<file path="src/rtl/uc_pkg.sv">
package uc_pkg;
  localparam int XLEN   = 32;
  localparam int RIDX_W = 5;
  localparam int NREG   = 1 << RIDX_W;
  localparam int OP_W   = 6;

  localparam logic [OP_W-1:0] OP_REG  = 6'd0;
  localparam logic [OP_W-1:0] OP_JMP  = 6'd2;
  localparam logic [OP_W-1:0] OP_BEQ  = 6'd4;
  localparam logic [OP_W-1:0] OP_ADDI = 6'd8;
  localparam logic [OP_W-1:0] OP_LD   = 6'd35;
  localparam logic [OP_W-1:0] OP_ST   = 6'd43;

  localparam logic [5:0] FN_ADD = 6'h20;
  localparam logic [5:0] FN_SUB = 6'h22;
  localparam logic [5:0] FN_AND = 6'h24;
  localparam logic [5:0] FN_OR  = 6'h25;
  localparam logic [5:0] FN_SLT = 6'h2A;

  typedef enum logic [3:0] {
    ALU_AND = 4'b0000,
    ALU_OR  = 4'b0001,
    ALU_ADD = 4'b0010,
    ALU_SUB = 4'b0110,
    ALU_SLT = 4'b0111,
    ALU_NOR = 4'b1100
  } alu_ctl_e;

  typedef enum logic [1:0] {
    CLS_ADD = 2'b00,
    CLS_SUB = 2'b01,
    CLS_FN  = 2'b10
  } alu_cls_e;

  typedef struct packed {
    logic     dst_rd;
    logic     src_imm;
    logic     wb_mem;
    logic     reg_wr;
    logic     mem_rd;
    logic     mem_wr;
    logic     branch;
    logic     jump;
    alu_cls_e cls;
  } ctrl_t;

  function automatic logic [XLEN-1:0] sext16(input logic [15:0] imm);
    return {{(XLEN-16){imm[15]}}, imm};
  endfunction

  function automatic logic [XLEN-1:0] alu_eval(input alu_ctl_e ctl,
                                               input logic [XLEN-1:0] a,
                                               input logic [XLEN-1:0] b);
    logic [XLEN-1:0] y;
    case (ctl)
      ALU_AND: y = a & b;
      ALU_OR:  y = a | b;
      ALU_ADD: y = a + b;
      ALU_SUB: y = a - b;
      ALU_SLT: y = ($signed(a) < $signed(b)) ? {{(XLEN-1){1'b0}}, 1'b1} : '0;
      ALU_NOR: y = ~(a | b);
      default: y = '0;
    endcase
    return y;
  endfunction

  function automatic logic [XLEN-1:0] br_target(input logic [XLEN-1:0] seq,
                                                input logic [15:0] imm);
    return seq + {sext16(imm)[XLEN-3:0], 2'b00};
  endfunction

  function automatic logic [XLEN-1:0] jmp_target(input logic [XLEN-1:0] seq,
                                                 input logic [25:0] tgt);
    return {seq[XLEN-1:28], tgt, 2'b00};
  endfunction
endpackage

</file>
<file path="src/rtl/uc_decode.sv">
module uc_decode
  import uc_pkg::*;
(
  input  logic [XLEN-1:0] instr,
  output ctrl_t           ctrl,
  output alu_ctl_e        alu_ctl,
  output logic            legal
);
  logic [OP_W-1:0] op;
  logic [5:0]      fn;
  logic            op_ok;
  logic            fn_ok;

  assign op = instr[31:26];
  assign fn = instr[5:0];

  // level 1: opcode -> steering and operation class
  always_comb begin
    ctrl  = '0;
    op_ok = 1'b1;
    case (op)
      OP_REG: begin
        ctrl.dst_rd = 1'b1;
        ctrl.reg_wr = 1'b1;
        ctrl.cls    = CLS_FN;
      end
      OP_LD: begin
        ctrl.src_imm = 1'b1;
        ctrl.wb_mem  = 1'b1;
        ctrl.reg_wr  = 1'b1;
        ctrl.mem_rd  = 1'b1;
      end
      OP_ST: begin
        ctrl.src_imm = 1'b1;
        ctrl.mem_wr  = 1'b1;
      end
      OP_BEQ: begin
        ctrl.branch = 1'b1;
        ctrl.cls    = CLS_SUB;
      end
      OP_ADDI: begin
        ctrl.src_imm = 1'b1;
        ctrl.reg_wr  = 1'b1;
      end
      OP_JMP:  ctrl.jump = 1'b1;
      default: op_ok = 1'b0;
    endcase
  end

  // level 2: class (+ funct) -> ALU code
  always_comb begin
    fn_ok   = 1'b1;
    alu_ctl = ALU_ADD;
    case (ctrl.cls)
      CLS_ADD: alu_ctl = ALU_ADD;
      CLS_SUB: alu_ctl = ALU_SUB;
      default: begin
        case (fn)
          FN_ADD:  alu_ctl = ALU_ADD;
          FN_SUB:  alu_ctl = ALU_SUB;
          FN_AND:  alu_ctl = ALU_AND;
          FN_OR:   alu_ctl = ALU_OR;
          FN_SLT:  alu_ctl = ALU_SLT;
          default: fn_ok = 1'b0;
        endcase
      end
    endcase
  end

  assign legal = op_ok && ((ctrl.cls != CLS_FN) || fn_ok);
endmodule

</file>
<file path="src/rtl/uc_regfile.sv">
module uc_regfile #(
  parameter int W      = 32,
  parameter int IDX_W  = 5,
  localparam int DEPTH = 1 << IDX_W
) (
  input  logic             clk,
  input  logic             we,
  input  logic [IDX_W-1:0] waddr,
  input  logic [W-1:0]     wdata,
  input  logic [IDX_W-1:0] ra_a,
  input  logic [IDX_W-1:0] ra_b,
  output logic [W-1:0]     rd_a,
  output logic [W-1:0]     rd_b
);
  logic [W-1:0] cells [DEPTH];

  always_ff @(posedge clk) begin
    if (we && (waddr != '0)) cells[waddr] <= wdata;
  end

  assign rd_a = (ra_a == '0) ? '0 : cells[ra_a];
  assign rd_b = (ra_b == '0) ? '0 : cells[ra_b];
endmodule

</file>
<file path="src/rtl/uc_alu.sv">
module uc_alu
  import uc_pkg::*;
(
  input  alu_ctl_e        ctl,
  input  logic [XLEN-1:0] a,
  input  logic [XLEN-1:0] b,
  output logic [XLEN-1:0] y,
  output logic            zero
);
  assign y    = alu_eval(ctl, a, b);
  assign zero = (y == '0);
endmodule

</file>
<file path="src/rtl/unicycle_core.sv">
module unicycle_core
  import uc_pkg::*;
(
  input  logic            clk,
  input  logic            rst,
  output logic [XLEN-1:0] imem_addr,
  input  logic [XLEN-1:0] imem_data,
  output logic [XLEN-1:0] dmem_addr,
  output logic [XLEN-1:0] dmem_wdata,
  input  logic [XLEN-1:0] dmem_rdata,
  output logic            dmem_rd,
  output logic            dmem_wr
);
  logic [XLEN-1:0]   pc_q;
  logic [XLEN-1:0]   pc_seq;
  logic [XLEN-1:0]   next_pc;
  logic [RIDX_W-1:0] rs_idx;
  logic [RIDX_W-1:0] rt_idx;
  logic [RIDX_W-1:0] rd_idx;
  logic [RIDX_W-1:0] rf_waddr;
  logic [XLEN-1:0]   rs_val;
  logic [XLEN-1:0]   rt_val;
  logic [XLEN-1:0]   imm_x;
  logic [XLEN-1:0]   alu_b;
  logic [XLEN-1:0]   alu_y;
  logic [XLEN-1:0]   rf_wdata;
  logic              alu_zero;
  logic              legal;
  logic              rf_we;
  logic              take_branch;
  logic              is_jump;
  ctrl_t             ctrl;
  alu_ctl_e          alu_ctl;

  assign rs_idx = imem_data[25:21];
  assign rt_idx = imem_data[20:16];
  assign rd_idx = imem_data[15:11];
  assign imm_x  = sext16(imem_data[15:0]);

  uc_decode u_dec (
    .instr   (imem_data),
    .ctrl    (ctrl),
    .alu_ctl (alu_ctl),
    .legal   (legal)
  );

  uc_regfile #(.W(XLEN), .IDX_W(RIDX_W)) u_rf (
    .clk   (clk),
    .we    (rf_we),
    .waddr (rf_waddr),
    .wdata (rf_wdata),
    .ra_a  (rs_idx),
    .ra_b  (rt_idx),
    .rd_a  (rs_val),
    .rd_b  (rt_val)
  );

  assign alu_b = ctrl.src_imm ? imm_x : rt_val;

  uc_alu u_alu (
    .ctl  (alu_ctl),
    .a    (rs_val),
    .b    (alu_b),
    .y    (alu_y),
    .zero (alu_zero)
  );

  // write-back
  assign rf_waddr = ctrl.dst_rd ? rd_idx : rt_idx;
  assign rf_wdata = ctrl.wb_mem ? dmem_rdata : alu_y;
  assign rf_we    = ctrl.reg_wr && legal && !rst;

  // data port
  assign dmem_addr  = alu_y;
  assign dmem_wdata = rt_val;
  assign dmem_rd    = ctrl.mem_rd && legal && !rst;
  assign dmem_wr    = ctrl.mem_wr && legal && !rst;

  // next PC
  assign pc_seq      = pc_q + XLEN'(4);
  assign take_branch = ctrl.branch && legal && alu_zero;
  assign is_jump     = ctrl.jump && legal;

  always_comb begin
    if (is_jump)          next_pc = jmp_target(pc_seq, imem_data[25:0]);
    else if (take_branch) next_pc = br_target(pc_seq, imem_data[15:0]);
    else                  next_pc = pc_seq;
  end

  always_ff @(posedge clk) begin
    if (rst) pc_q <= '0;
    else     pc_q <= next_pc;
  end

  assign imem_addr = pc_q;
endmodule

</file>
<file path="config.mk">
export PLATFORM = sky130hd
export DESIGN_NAME = unicycle_core
export DESIGN_NICKNAME = d
export VERILOG_FILES = /design/src/rtl/uc_pkg.sv /design/src/rtl/uc_decode.sv /design/src/rtl/uc_regfile.sv /design/src/rtl/uc_alu.sv /design/src/rtl/unicycle_core.sv
export SDC_FILE = /design/constraint.sdc
export NUM_CORES = 2
export LEC_CHECK = 0
export BUFFER_PORTS_ARGS = -buffer_cell sky130_fd_sc_hd__buf_4
export CORE_ASPECT_RATIO = 2
export CORE_MARGIN = 3
export CORE_UTILIZATION = 43
export CTS_CLUSTER_DIAMETER = 50
export DETAILED_ROUTE_END_ITERATION = 10
export GPL_TIMING_DRIVEN = 0
export HOLD_SLACK_MARGIN = 0.15
export SLEW_MARGIN = 10
export SYNTH_ARGS = -nofsm -noshare
export SYNTH_HDL_FRONTEND = slang
export SYNTH_HIERARCHICAL = 1
export SYNTH_SLANG_ARGS = --single-unit
</file>
<file path="constraint.sdc">
create_clock -name clk -period 6.8 [get_ports clk]
set_input_delay 0 -clock clk [delete_from_list [all_inputs] [get_ports clk]]
set_output_delay 0 -clock clk [all_outputs]
set_load 0.02 [all_outputs]
</file>
Yosys cells after proc, flatten, opt, wreduce, memory -nomap -nowiden

Memories as Yosys holds them, arrays and structs flattened.
Index checks and enable logic that the tools add are counted.

Equal/unequal tests: 17
$mul: 0
Magnitude comparators: 1
Shift operators: 0
Mux-type cells: 24
Reduce and logical (&&, ||, !) cells: 26
Div/mod/pow operators: 0
Add/sub/neg operators: 4
Bitwise logic cells: 3

Operators by type and width:

| operator                | count |
|---|---|
| $mux W32                | 6 |
| $pmux W32 S6            | 1 |
| $add A32 B32 Y32        | 2 |
| $eq A6 B6 Y1 const B    | 7 |
| $add A32 B3 Y32 const B | 1 |
| $and A32 B32 Y32        | 1 |
| $logic_not A32 Y1       | 1 |
| $lt A32 B32 Y1          | 1 |
| $not A32 Y32            | 1 |
| $or A32 B32 Y32         | 1 |
| $sub A32 B32 Y32        | 1 |
| $mux W1                 | 13 |
| $pmux W3 S4             | 1 |
| $logic_and A1 B1 Y1     | 11 |
| $logic_not A5 Y1        | 2 |
| $eq A4 B3 Y1 const B    | 2 |
| $pmux W4 S2             | 1 |
| $eq A6 B2 Y1 const B    | 1 |
| $eq A6 B3 Y1 const B    | 1 |
| $eq A6 B4 Y1 const B    | 1 |
| $logic_not A6 Y1        | 1 |
| $reduce_or A3 Y1        | 2 |
| $reduce_or A6 Y1        | 1 |
| $mux W5                 | 1 |
| 13 further kinds        | 14 |

Bits in latches: 0
Logic and storage cells: 78
Flip-flop bits (word level): 32
Output and inout port bits: 98
ROM bits: 0
Input port bits: 66
Bits in writable memories: 1024
Memories: 1

Memories:

| memory     | depth | width | rd ports | clocked after Yosys merged registers in | wr ports | line             | source |
|---|---|---|---|---|---|---|---|
| u_rf.cells | 32    | 32    | 2        | 0                                       | 1        | uc_regfile.sv:15 | `logic [W-1:0] cells [DEPTH];` |

Longest topological paths before layout

Depth after elaboration: 12
Depth in mapped cells: 31
Depth with buffers taken out: 26

Hierarchy

The synthesis kept the hierarchy.

Modules (own cells, without submodules):

| module        | cells an instance | seq. area each (um2) | instances | area an instance (um2) |
|---|---|---|---|---|
| uc_regfile    | 2564              | 30749.5              | 1         | 47929.7 |
| uc_alu        | 923               | 0.0                  | 1         | 6122.1 |
| unicycle_core | 581               | 600.6                | 1         | 4361.7 |
| uc_decode     | 33                | 0.0                  | 1         | 232.7 |

Least setup slack after synthesis

No wires, ideal clock.

Kind: input port to flip-flop
Start: in imem_data[18]
End: reg pc_q[28], in the netlist imem_addr[28]
Required time: 6.721 ns
Setup time: 0.079 ns
Setup slack: 0.575 ns
Stages on the path: 27
Path buffers: 4
Data arrival time: 6.146 ns
Cells stage by stage: buf_4 > or3_1 > buf_2 > buf_1 > o221ai_1 > a21oi_1 > a211oi_1 > mux2_2 > inv_1 > ha_1 > buf_4 > and3_4 > and3_1 > a41oi_2 > a2111oi_4 > o211ai_2 > a2111o_1 > o21a_1 > or3_1 > a2111oi_2 > nand4b_1 > nor3_2 > and3_1 > nand2_1 > or4b_2 > a31o_2 > o211ai_1

Elaborated cells on any way between the ends: 16
Those cells by class: add/sub: 2; order compare: 1; mux: 6; bitwise: 3; reduce/logical: 3; memory: 1

RTL lines:

| what                                                 | line                       | source |
|---|---|---|
| start, declared                                      | unicycle_core.sv:7         | `input logic [XLEN-1:0] imem_data,` |
| $mem_v2 Z32 W32 or $logic_not A5 Y1 (tied branches)  | -                          |  |
| $mux W32 (*)                                         | uc_regfile.sv:22           | `assign rd_b = (ra_b == '0) ? '0 : cells[ra_b];` |
| named net dmem_wdata[8]                              | unicycle_core.sv:9         | `output logic [XLEN-1:0] dmem_wdata,` |
| $mux W32 (*)                                         | unicycle_core.sv:58        | `assign alu_b = ctrl.src_imm ? imm_x : rt_val;` |
| named net alu_b[8]                                   | unicycle_core.sv:24        | `logic [XLEN-1:0] alu_b;` |
| $sub A32 B32 Y32 or $add A32 B32 Y32 (tied branches) | uc_pkg.sv:59, uc_pkg.sv:58 |  |
| $pmux W32 S6 (*)                                     | uc_pkg.sv:55               | `case (ctl)` |
| named net dmem_addr[21]                              | unicycle_core.sv:8         | `output logic [XLEN-1:0] dmem_addr,` |
| $logic_not A32 Y1 (*)                                | uc_alu.sv:11               | `assign zero = (y == '0);` |
| named net alu_zero                                   | unicycle_core.sv:27        | `logic alu_zero;` |
| $logic_and A1 B1 Y1 (*)                              | unicycle_core.sv:81        | `assign take_branch = ctrl.branch && legal && alu_zero;` |
| $mux W32 (*)                                         | unicycle_core.sv:86        | `else if (take_branch) next_pc = br_target(pc_seq, imem_data[15:0]);` |
| $mux W32 (*)                                         | unicycle_core.sv:85        | `if (is_jump) next_pc = jmp_target(pc_seq, imem_data[25:0]);` |
| end signal, assigned                                 | unicycle_core.sv:92        | `else pc_q <= next_pc;` |
| end, declared                                        | unicycle_core.sv:14        | `logic [XLEN-1:0] pc_q;` |

The timed path passes the listed nets; every way through them passes the cells marked *.
A chain may end at the register's enable or synchronous reset.

==> results.py <==
metrics = {
    "run_status": {
        "outcome": "finished, violations left",
        "violations": "slew limit, setup timing",
    },
    "power": {
        "ir_drop_mv": 0.210,
        "p_leak_nw": 24.3,
        "p_per_area_mw_per_mm2": 257,
    },
    "die": {
        "rows": 191,
        "die_w_um": 267,
        "die_h_um": 528,
        "io_pins": 164,
        "core_mm2": 0.136,
        "initial_core_util_pct": 43.3,
        "die-area_mm2": 0.141,
    },
    "drt": {
        "wirelength_mm": 264,
        "viasPerCell": 7.02,
        "routedWlPerCell_um": 41.3,
        "drt_first_pass_iters": 6,
        "drc_errors": 0,
        "vias": 44800,
        "drt_iter0_markers": 5544,
        "ant_nets": 0,
    },
    "clock_tree": {
        "htreeDepth": 3,
        "clock-root-buffer": "clkbuf_16",
        "cts_buffers": 98,
        "clk_pin_slew_ps": 70,
        "clk_latency_ps": 750,
        "clockBufferDepth": 3,
        "cts_sinks": 1054,
        "cts_tree": "done",
    },
    "timing": {
        "finalCritPeriodShare_pct": 109,
        "layout_min_cycle_time_ps": 7390,
        "maxSlewViolCount": 1,
        "finClkSkew_ps": 33.2,
        "finalSetupViolCount": 30,
        "tightestPinTransition_ps": 1540,
        "fin_tns_setup_ps": -9690,
        "fmax_mhz": 135,
        "rsz0062_at_grt": "true",
        "fin_ws_ps": -593,
        "relSlewSlack_pct": -2.39,
        "hold_viol_final": 0,
    },
    "flow_run": {
        "drv_cap": 0,
    },
    "global_route": {
        "grt_pass1_vias": 44300,
        "grt_antenna_before_repair": 8,
        "grt_max_degree": 33,
        "grt-ovfl-total": 0,
        "grt_pass1_wl_mm": 358,
        "grtUsageTotal_pct": 37.3,
    },
    "worst_setup_path": {
        "r2r-start": "u_rf/cells[31][6]$_DFFE_PP_",
        "path_max_fanout": 5,
        "cp-start-kind": "register",
        "critPathArrivalTime_ps": 8080,
        "cp.required_ps": 7490,
        "critical_path.startpoint": "u_rf/cells[31][6]$_DFFE_PP_",
        "path_class": "reg2reg",
        "slowest_delay_ps": 990,
        "cp.buffers_inverters": 5,
        "crit_path_end_kind": "register",
        "cp_top_family": "simple AND/OR/NAND/NOR gates",
        "critPathSlowestCell": "nand4_1",
    },
    "place": {
        "portBuffers": 160,
        "hpwl_mm": 191,
        "placed_cell_area_mm2": 0.0636,
        "dp_cells": 6078,
        "place_congestion": 0.986,
    },
    "cells_and_area": {
        "syn_to_final_growth_pct": 18.5,
        "fin_cells": 6381,
        "postLayoutCellArea_mm2": 0.0695,
        "final_common_cell": "edfxtp_1",
        "fill_cells": 11300,
        "layout.nets": 4767,
        "mostFrequentLayoutCells": "edfxtp_1 (1024), mux2i_1 (325), mux4_2 (300)",
        "drive_gt1_share_pct": 28.2,
    },
    "min_path": {
        "hold_class": "in2reg",
        "hp-start": "dmem_rdata[3]",
    },
    "synth": {
        "synth.cell_area_mm2": 0.0586,
        "synth_cells": 4100,
        "synth_warnings": 6,
        "synth_area_per_cell_um2": 14.3,
    },
}
-- per-stage QoR --
stage	setup slack [ps]	power, mW	hold WS (ps)	utilization (%)
after detailed placement	-3270	11.9	331	46.9
after global routing	-577	18.3	175	51.3
final	-593	17.9	172	51.3
after CTS	-162	17.7	153	50.8
after global placement	-3770	11.8	325	45.9
after floorplan	575	10.1	167	-
-- worst paths after layout --
kind | to | slack [ps] | cells after the start
min reg2reg | imem_addr[31]$_SDFF_PP0_ | 610 | 3
max | imem_addr[30]$_SDFF_PP0_ | -590 | 27
max reg2reg | imem_addr[30]$_SDFF_PP0_ | -590 | 27
min | u_rf/cells[19][3]$_DFFE_PP_ | 170 | 2
-- cell type report --
class                           instances  area [µm²]  share of cell area [%]
Timing Repair Buffer                  329        3490                    5.03
Clock inverter                         64         681                   0.980
Tap cell                             1737        2170                    3.13
Clock buffer                          116        2560                    3.69
Buffer                                313        1740                    2.50
Antenna cell                            5        12.5                  0.0180
Sequential cell                      1054       31400                    45.1
Inverter                              127         479                   0.690
Multi-Input combinational cell       2636       27000                    38.9
-- registers in the layout, summed over array words and instances, names as in the netlist --
register,count
u_rf/cells,1024
imem_addr,30
-- where the power goes --
group | switching [mW] | internal (mW) | total, mW | leakage (nW)
sequential | 0.0267 | 7.80 | 7.83 | 9.63
combinational | 3.06 | 1.29 | 4.35 | 13.1
clock | 2.58 | 3.10 | 5.69 | 1.56
-- routing by layer --
metal | global-route usage, % | wire length, µm
met3 | 8.57 | 24700
met2 | 59.9 | 123000
met4 | 38.4 | 35600
met5 | 0.0351 | 27
met1 | 39.0 | 80600
-- timing repair --
action                                 in CTS  in global routing
pin swaps                                  60                 45
buffers inserted                           47                 23
gates cloned                                0                  1
setup endpoints to repair                 558                 96
resized for setup                         248                 74
endpoints found under the hold margin      75                  0
hold buffers                               47                  0
Note: power is estimated with default switching activity, not from simulation.
